==> config.mk <==
export PLATFORM = sky130hd
export DESIGN_NAME = unaligned_load_unit
export DESIGN_NICKNAME = d
export VERILOG_FILES = /design/src/rtl/ula_pkg.sv /design/src/rtl/ula_fsm.sv /design/src/rtl/ula_addr_gen.sv /design/src/rtl/ula_merge.sv /design/src/rtl/unaligned_load_unit.sv
export SDC_FILE = /design/constraint.sdc
export NUM_CORES = 1
export LEC_CHECK = 0
export ABC_CLOCK_PERIOD_IN_PS = 2300
export BUFFER_PORTS_ARGS = -buffer_cell sky130_fd_sc_hd__buf_4
export CAP_MARGIN = 40
export CORE_ASPECT_RATIO = 1.25
export CORE_MARGIN = 2
export CORE_UTILIZATION = 49
export CTS_CLUSTER_SIZE = 12
export DETAILED_ROUTE_END_ITERATION = 7
export GPL_ROUTABILITY_DRIVEN = 1
export GPL_TIMING_DRIVEN = 1
export PLACE_DENSITY = 0.82
export RECOVER_POWER = 100
export SYNTH_ARGS = -nofsm -noshare
export SYNTH_HDL_FRONTEND = slang
export SYNTH_SLANG_ARGS = --single-unit
==> constraint.sdc <==
create_clock -name clk -period 2.3 [get_ports clk]
set_input_delay 0.345 -clock clk [delete_from_list [all_inputs] [get_ports clk]]
set_output_delay 0.345 -clock clk [all_outputs]
set_load 0.005 [all_outputs]
==> src/rtl/ula_pkg.sv <==
package ula_pkg;

    typedef enum logic [1:0] {
        ST_IDLE        = 2'd0,
        ST_READ_FIRST  = 2'd1,
        ST_READ_SECOND = 2'd2,
        ST_DONE        = 2'd3
    } ula_state_e;

endpackage

==> src/rtl/ula_fsm.sv <==
module ula_fsm
    import ula_pkg::*;
#(
    parameter bit STRICT_ALIGN = 1'b0
) (
    input  logic       clk,
    input  logic       rst_n,
    input  logic       ld_req,
    input  logic       req_misaligned,
    input  logic       held_misaligned,
    input  logic       rd_ack,
    output ula_state_e state
);

    ula_state_e state_nxt;

    // state register
    always_ff @(posedge clk) begin
        if (!rst_n) begin
            state <= ST_IDLE;
        end else begin
            state <= state_nxt;
        end
    end

    // transitions
    always_comb begin
        state_nxt = state;
        unique case (state)
            ST_IDLE: begin
                if (ld_req) begin
                    if (STRICT_ALIGN && req_misaligned) begin
                        state_nxt = ST_DONE;
                    end else begin
                        state_nxt = ST_READ_FIRST;
                    end
                end
            end
            ST_READ_FIRST: begin
                if (rd_ack) begin
                    state_nxt = held_misaligned ? ST_READ_SECOND : ST_DONE;
                end
            end
            ST_READ_SECOND: begin
                if (rd_ack) begin
                    state_nxt = ST_DONE;
                end
            end
            ST_DONE: begin
                state_nxt = ST_IDLE;
            end
            default: state_nxt = ST_IDLE;
        endcase
    end

endmodule

==> src/rtl/ula_addr_gen.sv <==
module ula_addr_gen #(
    parameter int ADDR_W = 32,
    parameter int OFS_W  = 2
) (
    input  logic              clk,
    input  logic              rst_n,
    input  logic              capture,
    input  logic [ADDR_W-1:0] ld_addr,
    input  logic              sel_upper,
    output logic [OFS_W-1:0]  offset,
    output logic [ADDR_W-1:0] rd_addr
);

    localparam int WB_W = ADDR_W - OFS_W;

    logic [WB_W-1:0] word_base_q;
    logic [WB_W-1:0] word_sel;

    always_ff @(posedge clk) begin
        if (!rst_n) begin
            word_base_q <= '0;
            offset      <= '0;
        end else if (capture) begin
            word_base_q <= ld_addr[ADDR_W-1:OFS_W];
            offset      <= ld_addr[OFS_W-1:0];
        end
    end

    // the upper word index wraps at the top of the address space
    assign word_sel = sel_upper ? (word_base_q + WB_W'(1)) : word_base_q;
    assign rd_addr  = {word_sel, {OFS_W{1'b0}}};

endmodule

==> src/rtl/ula_merge.sv <==
module ula_merge #(
    parameter int DATA_W = 32,
    parameter int OFS_W  = 2
) (
    input  logic [DATA_W-1:0] word_lo,
    input  logic [DATA_W-1:0] word_hi,
    input  logic [OFS_W-1:0]  offset,
    output logic [DATA_W-1:0] merged
);

    localparam int LANES = DATA_W / 8;

    logic [2*DATA_W-1:0] pair;
    logic [DATA_W-1:0]   cand [LANES];

    assign pair = {word_hi, word_lo};

    // one candidate per byte offset, little-endian lane order
    for (genvar k = 0; k < LANES; k++) begin : g_lane
        assign cand[k] = pair[k*8 +: DATA_W];
    end

    assign merged = cand[offset];

endmodule

==> src/rtl/unaligned_load_unit.sv <==
module unaligned_load_unit
    import ula_pkg::*;
#(
    parameter int ADDR_W       = 32,
    parameter int DATA_W       = 32,
    parameter bit STRICT_ALIGN = 1'b0
) (
    input  logic              clk,
    input  logic              rst_n,
    input  logic              ld_req,
    input  logic [ADDR_W-1:0] ld_addr,
    output logic              ld_ready,
    output logic              ld_done,
    output logic [DATA_W-1:0] ld_data,
    output logic              ld_err,
    output logic              rd_req,
    output logic [ADDR_W-1:0] rd_addr,
    input  logic              rd_ack,
    input  logic [DATA_W-1:0] rd_data
);

    localparam int LANES = DATA_W / 8;
    localparam int OFS_W = $clog2(LANES);

    ula_state_e        state;
    logic              accept;
    logic              req_misaligned;
    logic              held_misaligned;
    logic [OFS_W-1:0]  offset;
    logic [DATA_W-1:0] word_lo_q;
    logic [DATA_W-1:0] word_hi_q;
    logic [DATA_W-1:0] merged;
    logic              err_q;
    logic              sel_upper;

    assign req_misaligned  = (ld_addr[OFS_W-1:0] != '0);
    assign held_misaligned = (offset != '0);
    assign accept          = ld_req && (state == ST_IDLE);

    ula_fsm #(
        .STRICT_ALIGN (STRICT_ALIGN)
    ) u_fsm (
        .clk             (clk),
        .rst_n           (rst_n),
        .ld_req          (ld_req),
        .req_misaligned  (req_misaligned),
        .held_misaligned (held_misaligned),
        .rd_ack          (rd_ack),
        .state           (state)
    );

    ula_addr_gen #(
        .ADDR_W (ADDR_W),
        .OFS_W  (OFS_W)
    ) u_addr (
        .clk       (clk),
        .rst_n     (rst_n),
        .capture   (accept),
        .ld_addr   (ld_addr),
        .sel_upper (sel_upper),
        .offset    (offset),
        .rd_addr   (rd_addr)
    );

    ula_merge #(
        .DATA_W (DATA_W),
        .OFS_W  (OFS_W)
    ) u_merge (
        .word_lo (word_lo_q),
        .word_hi (word_hi_q),
        .offset  (offset),
        .merged  (merged)
    );

    // returned words and error flag
    always_ff @(posedge clk) begin
        if (!rst_n) begin
            word_lo_q <= '0;
            word_hi_q <= '0;
            err_q     <= 1'b0;
        end else begin
            if (accept) begin
                err_q <= STRICT_ALIGN && req_misaligned;
            end
            if ((state == ST_READ_FIRST) && rd_ack) begin
                word_lo_q <= rd_data;
            end
            if ((state == ST_READ_SECOND) && rd_ack) begin
                word_hi_q <= rd_data;
            end
        end
    end

    // outputs per state
    always_comb begin
        ld_ready  = 1'b0;
        ld_done   = 1'b0;
        ld_err    = 1'b0;
        ld_data   = '0;
        rd_req    = 1'b0;
        sel_upper = 1'b0;
        unique case (state)
            ST_IDLE: begin
                ld_ready = 1'b1;
            end
            ST_READ_FIRST: begin
                rd_req = 1'b1;
            end
            ST_READ_SECOND: begin
                rd_req    = 1'b1;
                sel_upper = 1'b1;
            end
            ST_DONE: begin
                ld_done = 1'b1;
                ld_err  = err_q;
                ld_data = err_q ? '0 : merged;
            end
            default: ;
        endcase
    end

endmodule

==> impl_metrics.toml, run 1 <==
[placed_design]
hpwlAfterDp_um = 8821
placed_area_um2 = 6085
placement.io_buffers = 132
dp_cells = 800
gp_congestion = 0.8149

[synth]
postSynthAreaPerCell_um2 = 8.813
synth_xor_xnor_area_share_pct = 5.030
synthAdderAreaFrac_pct = 1.487
ys_types = 31
yosysWarnings = 0
synth_top_family_by_area = "simple AND/OR/NAND/NOR gates"
ys_seq_area_share_pct = 35.68
synthMuxAreaShare_pct = 14.69
synthCells = 573
ys_ff_latch = 90
yosys.area_share.simple_pct = 24.21
syn-cell-area_um2 = 5050
synth_top_area_share_pct = 35.68
synth_top_area_cell = "dfxtp_1"
synth_compound_gate_area_share_pct = 13.53
yosys-top-cells-area = "dfxtp_1, mux4_2, nand2_1"

[clocking]
cts_buffer_depth = 2
cts.sinks = 90
cts_max_level = 3
clk_pin_slew_ns = 0.07
cts_hold_buf = 0
root_buffer = "clkbuf_16"
insertion_delay_ns = 0.34
cts_made_buffers = 9
cts_tree = "done"

[worst_setup_path]
cp_slowest_stage_delay_ns = 0.43
reg2reg_slack_ns = 0.43
crit_fanout = 7
critPathKind = "register to primary output"
r2r.worst_path.cells = 7
crit_chain = "ha_1, and3_4, and2_4, buf_12, nand3_1, xnor2_1, buf_4"
cpMaxStageDelayCell = "dfxtp_1"
required_ns = 1.96
start_kind = "register"
crit_path_end_kind = "primary output"
arrival_ns = 1.88

[sta]
period_share_pct = 96.80
hold_viol = 0
skew_ns = 0.008577
finalSetupViolations = 0
maxSlewHeadroom_pct = 50.08
drv_slew = 0
hold-worst-slack_ns = 0.2659
max_freq_mhz = 449.1
tightestPinTransition_ns = 0.7487
fin_tns_setup_ns = 0
finalCriticalPeriod_ns = 2.227

[drt]
wl_um = 12730
first_pass_iters = 4
drtAntennaViolNets = 0
dr.first_iter.drc_count = 290
wl_per_cell_um = 15.54
drc = 0
dr_total_vias = 4445
viasPerCell = 5.427

[floorplanning]
ios = 136
die-height_um = 117.5
die_area_um2 = 11140
initial_utilization_pct = 50.22
core_um2 = 10050
rows = 41
die_width_um = 94.80

[grt]
grt_pass1_wl_um = 20000
grt_usage_pct = 22.53
grt_busiest_layer = "met2"
overflow = 0
antenna_found_initial = 0
grt_max_degree = 91
grt_util_met2_pct = 40.87
grt_pass1_vias = 4315
met3_usage_pct = 3.777
gr-usage-met1_pct = 25.95

[power]
power_uw = 5226
clock_power_share_pct = 28.1
power.leakage_uw = 0.002531
powerDensity_nw_per_um2 = 807.5
p_switching_uw = 1732
swShare_pct = 33.14
p_seq_share_pct = 39.7
internal-power_uw = 3494
vdd_drop_max_v = 0.0004352
combPwrFrac_pct = 32.2

[final_layout]
final_cell_count_no_fill = 819
antenna_cells = 0
area_growth_syn_to_layout_pct = 28.15
drive_above_1_share_pct = 30.58
fin_area_um2 = 6471
nNetsFinal = 759

[run_status]
status = "finished clean"

[flow_run]
maxCapViolations = 0

[min_path]
hold_path_depth = 3
hold_class = "input port to register"
layout by cell type, fill, tap and decap left out, types with 2 or more instances in the layout:
master | netlist | routed
nor3_2 | 0 | 2
nand4_2 | 3 | 2
nand3_1 | 14 | 13
xor2_1 | 5 | 5
and3_4 | 1 | 2
clkbuf_16 | 0 | 9
nor3_1 | 4 | 2
inv_1 | 5 | 4
nand4_1 | 9 | 9
and2_1 | 37 | 35
and4_1 | 2 | 2
a21boi_0 | 88 | 88
nor2_1 | 5 | 4
clkbuf_4 | 0 | 5
buf_12 | 0 | 2
and3_1 | 6 | 5
dfxtp_2 | 0 | 4
dfxtp_1 | 90 | 86
buf_4 | 6 | 134
ha_1 | 6 | 5
xnor2_1 | 24 | 24
clkbuf_2 | 0 | 3
mux4_2 | 32 | 32
clkbuf_1 | 25 | 3
conb_1 | 1 | 3
nand2_1 | 184 | 184
logic make-up after synthesis:
| logic type | count (synthesis) |
|---|---|
| other cells | 1 |
| simple gates | 269 |
| mux | 34 |
| xor+xnor | 29 |
| compound gates | 91 |
| buf+inv | 53 |
| fa+ha+maj | 6 |
| flops | 90 |
timing repair:
action                                  CTS  global route
pin swaps                                 0             4
cloned                                    0             0
resized for setup                         9             8
endpoints found under the setup margin   21            13
setup buffers                             0             3
per-stage QoR:
step	util (%)	worst slack, ns
after CTS	63.83	0.03679
after global routing	64.36	-0.05175
after global placement	60.24	0.2266
after detailed placement	60.52	0.06465
after floorplan	-	0.4532
final	64.36	0.07349
per-layer routing:
metal | wire length [µm] | vias to the layer above
met5 | 0 | -
met4 | 237 | 0
met3 | 784 | 19
met2 | 6690 | 164
met1 | 5016 | 2110
li1 | - | 2152
flip-flops by register name, indices dropped and copies added (netlist names):
name	flops
u_addr.word_base_q	30
word_lo_q	32
word_hi_q	24
u_fsm.state	2
u_addr.offset	2
final timing paths:
path,from,endpoint
worst max-delay path,u_addr.word_base_q[0],rd_addr[14]
worst min-delay path,ld_addr[6],u_addr.word_base_q[4]
worst max register to register,u_fsm.state[0],u_addr.word_base_q[10]
worst min register to register,word_lo_q[3],word_lo_q[3]
critical path, delay by kind of cell, from the launching register on:
| family | cells | cell delay, ns |
|---|---|---|
| flip-flops | 1 | 0.43 |
| buffers and inverters | 2 | 0.25 |
| AND/OR/NAND/NOR | 3 | 0.47 |
| XOR/XNOR | 1 | 0.19 |
| adder cells (fa/ha/maj) | 1 | 0.20 |
power by group through the flow:
stage / Sequential, µW / Combinational, µW / Clock (µW)
2_1_floorplan: 2000 / 1140 / 0
3_3_place_gp: 2060 / 1600 / 0
3_5_place_dp: 2080 / 1680 / 0
4_1_cts: 2060 / 1700 / 1490
5_1_grt: 2110 / 1870 / 1570
6_report: 2070 / 1680 / 1470
synth_stat cells (all sizes together):
cell type	count
nand2	184
dfxtp	90
a21boi	88
and2	37
mux4	32
clkbuf	25
xnor2	24
buf	23
nand3	14
nand4	12
and3	7
ha	6
inv	5
nor2	5
xor2	5
nor3	4
and4	3
conb	1
mux2	1
mux2i	1
nor2b	1
nor3b	1
nor4	1
o21a	1
o22ai	1
o31a	1
layout make-up:
| type | count | area, µm² |
|---|---|---|
| tap | 129 | 161.4 |
| sequential | 90 | 1807 |
| clock buffer | 12 | 246.5 |
| inverter | 5 | 18.77 |
| multi-input combinational | 432 | 3045 |
| fill | 833 | 3583 |
| clock inverter | 4 | 51.30 |
| timing repair buffer | 147 | 1141 |
No activity file was read; power rests on OpenSTA's default activity.
==> inputs of run 2 (changes only) <==
ABC_CLOCK_PERIOD_IN_PS = 2720   (was 2300)
clock period = 2.72 ns   (was 2.3 ns; I/O delays follow)
==> impl_metrics.toml, run 2 (synthesis results as in run 1) <==
[run_status]
status = "finished clean"

[drt]
drc = 0
drtAntennaViolNets = 0
wl_per_cell_um = 15.09
dr_total_vias = 4351
first_pass_iters = 4
dr.first_iter.drc_count = 240
wl_um = 12250
viasPerCell = 5.358

[sta]
finalCriticalPeriod_ns = 2.541
setup_slack_ns = 0.1791
finalSetupViolations = 0
maxSlewHeadroom_pct = 11.25
drv_slew = 0
hold-worst-slack_ns = 0.3344
max_freq_mhz = 393.6
rsz0062_at_grt = "no"
tightestPinTransition_ns = 1.331
period_share_pct = 93.42
skew_ns = 0.004185
hold_viol = 0
fin_tns_setup_ns = 0

[grt]
grt_pass1_vias = 4290
overflow = 0
grt_usage_pct = 22.59
grt_max_degree = 91
antenna_found_initial = 0
grt_pass1_wl_um = 20100

[power]
vdd_drop_max_v = 0.0003934
powerDensity_nw_per_um2 = 672.2
p_switching_uw = 1393
clock_power_share_pct = 26.9
power.leakage_uw = 0.002408
internal-power_uw = 2830
swShare_pct = 32.98
combPwrFrac_pct = 32.2
p_seq_share_pct = 40.9

[worst_setup_path]
crit_fanout = 34
cp_slowest_stage_delay_ns = 0.59
reg2reg_from = "u_fsm.state[0]"
cpMaxStageDelayCell = "mux4_2"
crit_chain = "clkbuf_4, mux4_2, and2_0, buf_4"
required_ns = 2.31
reg2reg_slack_ns = 0.43
critPathKind = "register to primary output"
start_kind = "register"
r2r.worst_path.cells = 6
crit_path_end_kind = "primary output"
arrival_ns = 2.13
r2r-end = "u_addr.word_base_q[8]"

[min_path]
hold_path_depth = 3
hold_class = "input port to register"
min_to = "word_lo_q[25]"
hold_start = "rd_data[25]"

[clocking]
cts_buffer_depth = 2
cts_made_buffers = 9
post_cts_buffers = 0
cts_max_level = 3
root_buffer = "clkbuf_16"
cts_tree = "done"
insertion_delay_ns = 0.33
cts.sinks = 90
clk_pin_slew_ns = 0.06

[floorplanning]
rows = 41
core_um2 = 10050
initial_utilization_pct = 50.22
die-height_um = 117.5
ios = 136
die_area_um2 = 11140
die_width_um = 94.80

[final_layout]
nNetsFinal = 754
final_common_cell = "nand2_1"
antenna_cells = 0
mostFrequentLayoutCells = "nand2_1, buf_4, dfxtp_1"
largest_registers = "word_lo_q (32), u_addr.word_base_q (30), word_hi_q (24)"
drive_above_1_share_pct = 27.82
top_register = "word_lo_q"
largest_register_ffs = 32
area_growth_syn_to_layout_pct = 24.38

[placed_design]
pre_cts_slack_ns = 0.4418
hpwlAfterDp_um = 8710
placement.io_buffers = 132
gp_congestion = 0.8033

[flow_run]
maxCapViolations = 0
run 2: cell count changes in the layout (fill, tap and decap cells not counted), moves of 3 or more:
cell      delta
nand4_1      +3
dfxtp_1      +4
dfxtp_2      -4
buf_4       -29
clkbuf_4    +29
and2_1      -24
and2_0      +24
run 2: metrics by stage:
step                power, µW  area [µm²]  instances  util [%]
finish                   4222        6281        812     62.47
global route             4518        6281        812     62.47
CTS                      4299        6320        812     62.85
detailed placement       3159        6050        798     60.17
global placement         3087        6050        798     60.17
floorplan                2656        5057        575         -
run 2: layout make-up:
cell class / instances / area, µm²
Tap cell: 129 / 161.4
Clock inverter: 2 / 13.76
Sequential cell: 90 / 1802
Multi-Input combinational cell: 432 / 2973
Inverter: 5 / 18.77
Timing Repair Buffer: 142 / 1056
Fill cell: 891 / 3774
Clock buffer: 12 / 256.5
run 2: power by group through the flow:
stage	registers (µW)	clock network, µW	logic [µW]
after floorplan	1690	0	963
after global placement	1740	0	1350
after detailed placement	1760	0	1400
after CTS	1730	1170	1400
after global routing	1760	1230	1530
final	1730	1130	1360
run 2: what timing repair did:
item,4_1_cts,5_1_grt
endpoints found under the setup margin,0,10
hold endpoints to repair,0,0
hold buffers,0,0
gates resized for setup,0,2
run 2: worst max path at each step:
stage,slack [ns],endpoint,startpoint
after floorplan,0.81,rd_addr[12],u_fsm.state[0]
after global placement,0.55,rd_addr[24],u_fsm.state[0]
after detailed placement,0.44,rd_addr[24],u_fsm.state[0]
after CTS,0.07,rd_addr[24],u_fsm.state[0]
after global routing,0.02,rd_addr[18],u_fsm.state[0]
final,0.18,ld_data[5],u_addr.offset[0]
run 2: critical path, delay by kind of cell, from the launching register on:
| kind | cells | cell delay [ns] |
|---|---|---|
| buf+inv | 2 | 0.71 |
| mux | 1 | 0.59 |
| flops | 1 | 0.30 |
| simple gates | 1 | 0.20 |
run 2: routing by layer:
layer | GRT usage [%] | wire length [µm] | up-vias
li1 | - | - | 2144
met1 | 27.45 | 4746 | 2046
met2 | 39.14 | 6547 | 147
met3 | 3.905 | 790 | 14
met4 | 8.786 | 169 | 0
met5 | 0 | 0 | -
==> inputs of run 3 (changes only) <==
CELL_PAD_IN_SITES_DETAIL_PLACEMENT = 0   (was default)
CELL_PAD_IN_SITES_GLOBAL_PLACEMENT = 1   (was default)
CORE_UTILIZATION = 42   (was 49)
PLACE_DENSITY = default   (was 0.82)
PLACE_DENSITY_LB_ADDON = 0.1   (was default)
SKIP_CTS_REPAIR_TIMING = 1   (was default)
==> impl_metrics.toml, run 3 (synthesis results as in run 1) <==
[run_status]
status = "finished clean"

[floorplanning]
core_um2 = 11670
ios = 136
die_area_um2 = 12920
die_width_um = 102.1
rows = 44
initial_utilization_pct = 43.27
die-height_um = 126.6

[drt]
dr.first_iter.drc_count = 184
drtAntennaViolNets = 0
viasPerCell = 5.055
wl_per_cell_um = 14.69
dr_total_vias = 4287
drc = 0
wl_um = 12450
first_pass_iters = 5

[final_layout]
largest_register_ffs = 32
mostFrequentLayoutCells = "nand2_1, buf_4, dfxtp_1"
nNetsFinal = 756
nFillCells = 1177
top_register = "word_lo_q"
largest_registers = "word_lo_q (32), u_addr.word_base_q (30), word_hi_q (24)"
area_growth_syn_to_layout_pct = 26.04
seq_area_um2 = 1802
drive_above_1_share_pct = 27.80
antenna_cells = 0
final_common_cell = "nand2_1"
final_cell_count_no_fill = 848
multi_input_area_um2 = 2977

[sta]
fin_tns_setup_ns = 0
drv_slew = 0
tightestPinTransition_ns = 1.389
max_freq_mhz = 394.0
finalSetupViolations = 0
skew_ns = 0.005740
hold-worst-slack_ns = 0.3275
maxSlewHeadroom_pct = 7.387
hold_viol = 0
rsz0062_at_grt = "no"
period_share_pct = 93.31
finalCriticalPeriod_ns = 2.538

[placed_design]
dp_cells = 832
gp_congestion = 0.8506
placement.io_buffers = 132
hpwlAfterDp_um = 8534

[grt]
grt_pass1_vias = 4106
grt_max_degree = 91
grt_usage_pct = 19.49
overflow = 0
grt_pass1_wl_um = 19980
antenna_found_initial = 0

[power]
p_switching_uw = 1417
clock_power_share_pct = 28.9
swShare_pct = 32.54
internal-power_uw = 2938
power.leakage_uw = 0.002440
combPwrFrac_pct = 31.4
p_seq_share_pct = 39.7
powerDensity_nw_per_um2 = 684.4
vdd_drop_max_v = 0.0003646

[worst_setup_path]
startpoint = "u_addr.offset[0]"
cp_top_family = "buffers and inverters"
start_kind = "register"
path_buf_inv = 2
crit_path_end_kind = "primary output"
crit_chain = "clkbuf_4, mux4_2, and2_0, buf_4"
required_ns = 2.31
cp_slowest_stage_delay_ns = 0.57
reg2reg_from = "u_fsm.state[0]"
arrival_ns = 2.13
critPathKind = "register to primary output"
crit_fanout = 34
cpMaxStageDelayCell = "clkbuf_4"

[clocking]
root_buffer = "clkbuf_16"
cts_buffer_depth = 2
insertion_delay_ns = 0.33
cts_tree = "done"
clk_pin_slew_ns = 0.06
cts_max_level = 3
cts_made_buffers = 9
cts.sinks = 90

[flow_run]
maxCapViolations = 0

[min_path]
hold_class = "input port to register"
hold_start = "ld_addr[26]"
[run 3: worst paths after layout]
kind              slack, ns  cells past startpoint                     end
hold / removal         0.33                      3  u_addr.word_base_q[24]
setup / recovery       0.18                      4             ld_data[24]
hold reg to reg        0.46                      2           word_hi_q[23]
setup reg to reg       0.33                      6           word_hi_q[18]
[run 3: per-stage QoR]
step	util, %	cell area (µm²)	total power [µW]	setup WS, ns
2_1_floorplan	-	5057	2656	0.8102
3_3_place_gp	52.30	6105	3136	0.5033
3_5_place_dp	52.30	6105	3180	0.4307
4_1_cts	54.87	6404	4438	0.07065
5_1_grt	54.53	6365	4663	0.005252
6_report	54.53	6365	4356	0.1819
[run 3: worst reg2reg max path, stage by stage (launching register included)]
cell	delay, ns
dfxtp_1	0.35
inv_1	0.12
ha_1	0.33
and2_1	0.17
clkbuf_1	0.95
nand2_1	0.17
a21boi_0	0.23
[run 3: cell type report]
cell class / count / share of cell area (%)
Clock buffer: 14 / 4.148
Clock inverter: 2 / 0.5504
Inverter: 5 / 0.2949
Multi-Input combinational cell: 432 / 46.77
Sequential cell: 90 / 28.31
Tap cell: 161 / 3.165
Timing Repair Buffer: 144 / 16.77
[run 3: per-layer routing]
layer,vias up,track usage [%],routed length [µm]
met5,-,0,0
met4,0,5.804,130
met3,13,4.187,672
met2,110,34.87,6519
met1,2010,23.11,5130
li1,2154,-,-
[run 3: power groups by stage]
stage	Clock (µW)	Sequential (µW)	Combinational (µW)
floorplan	0	1690	963
global placement	0	1740	1390
detailed placement	0	1760	1420
CTS	1290	1730	1430
global route	1340	1760	1560
finish	1260	1730	1370
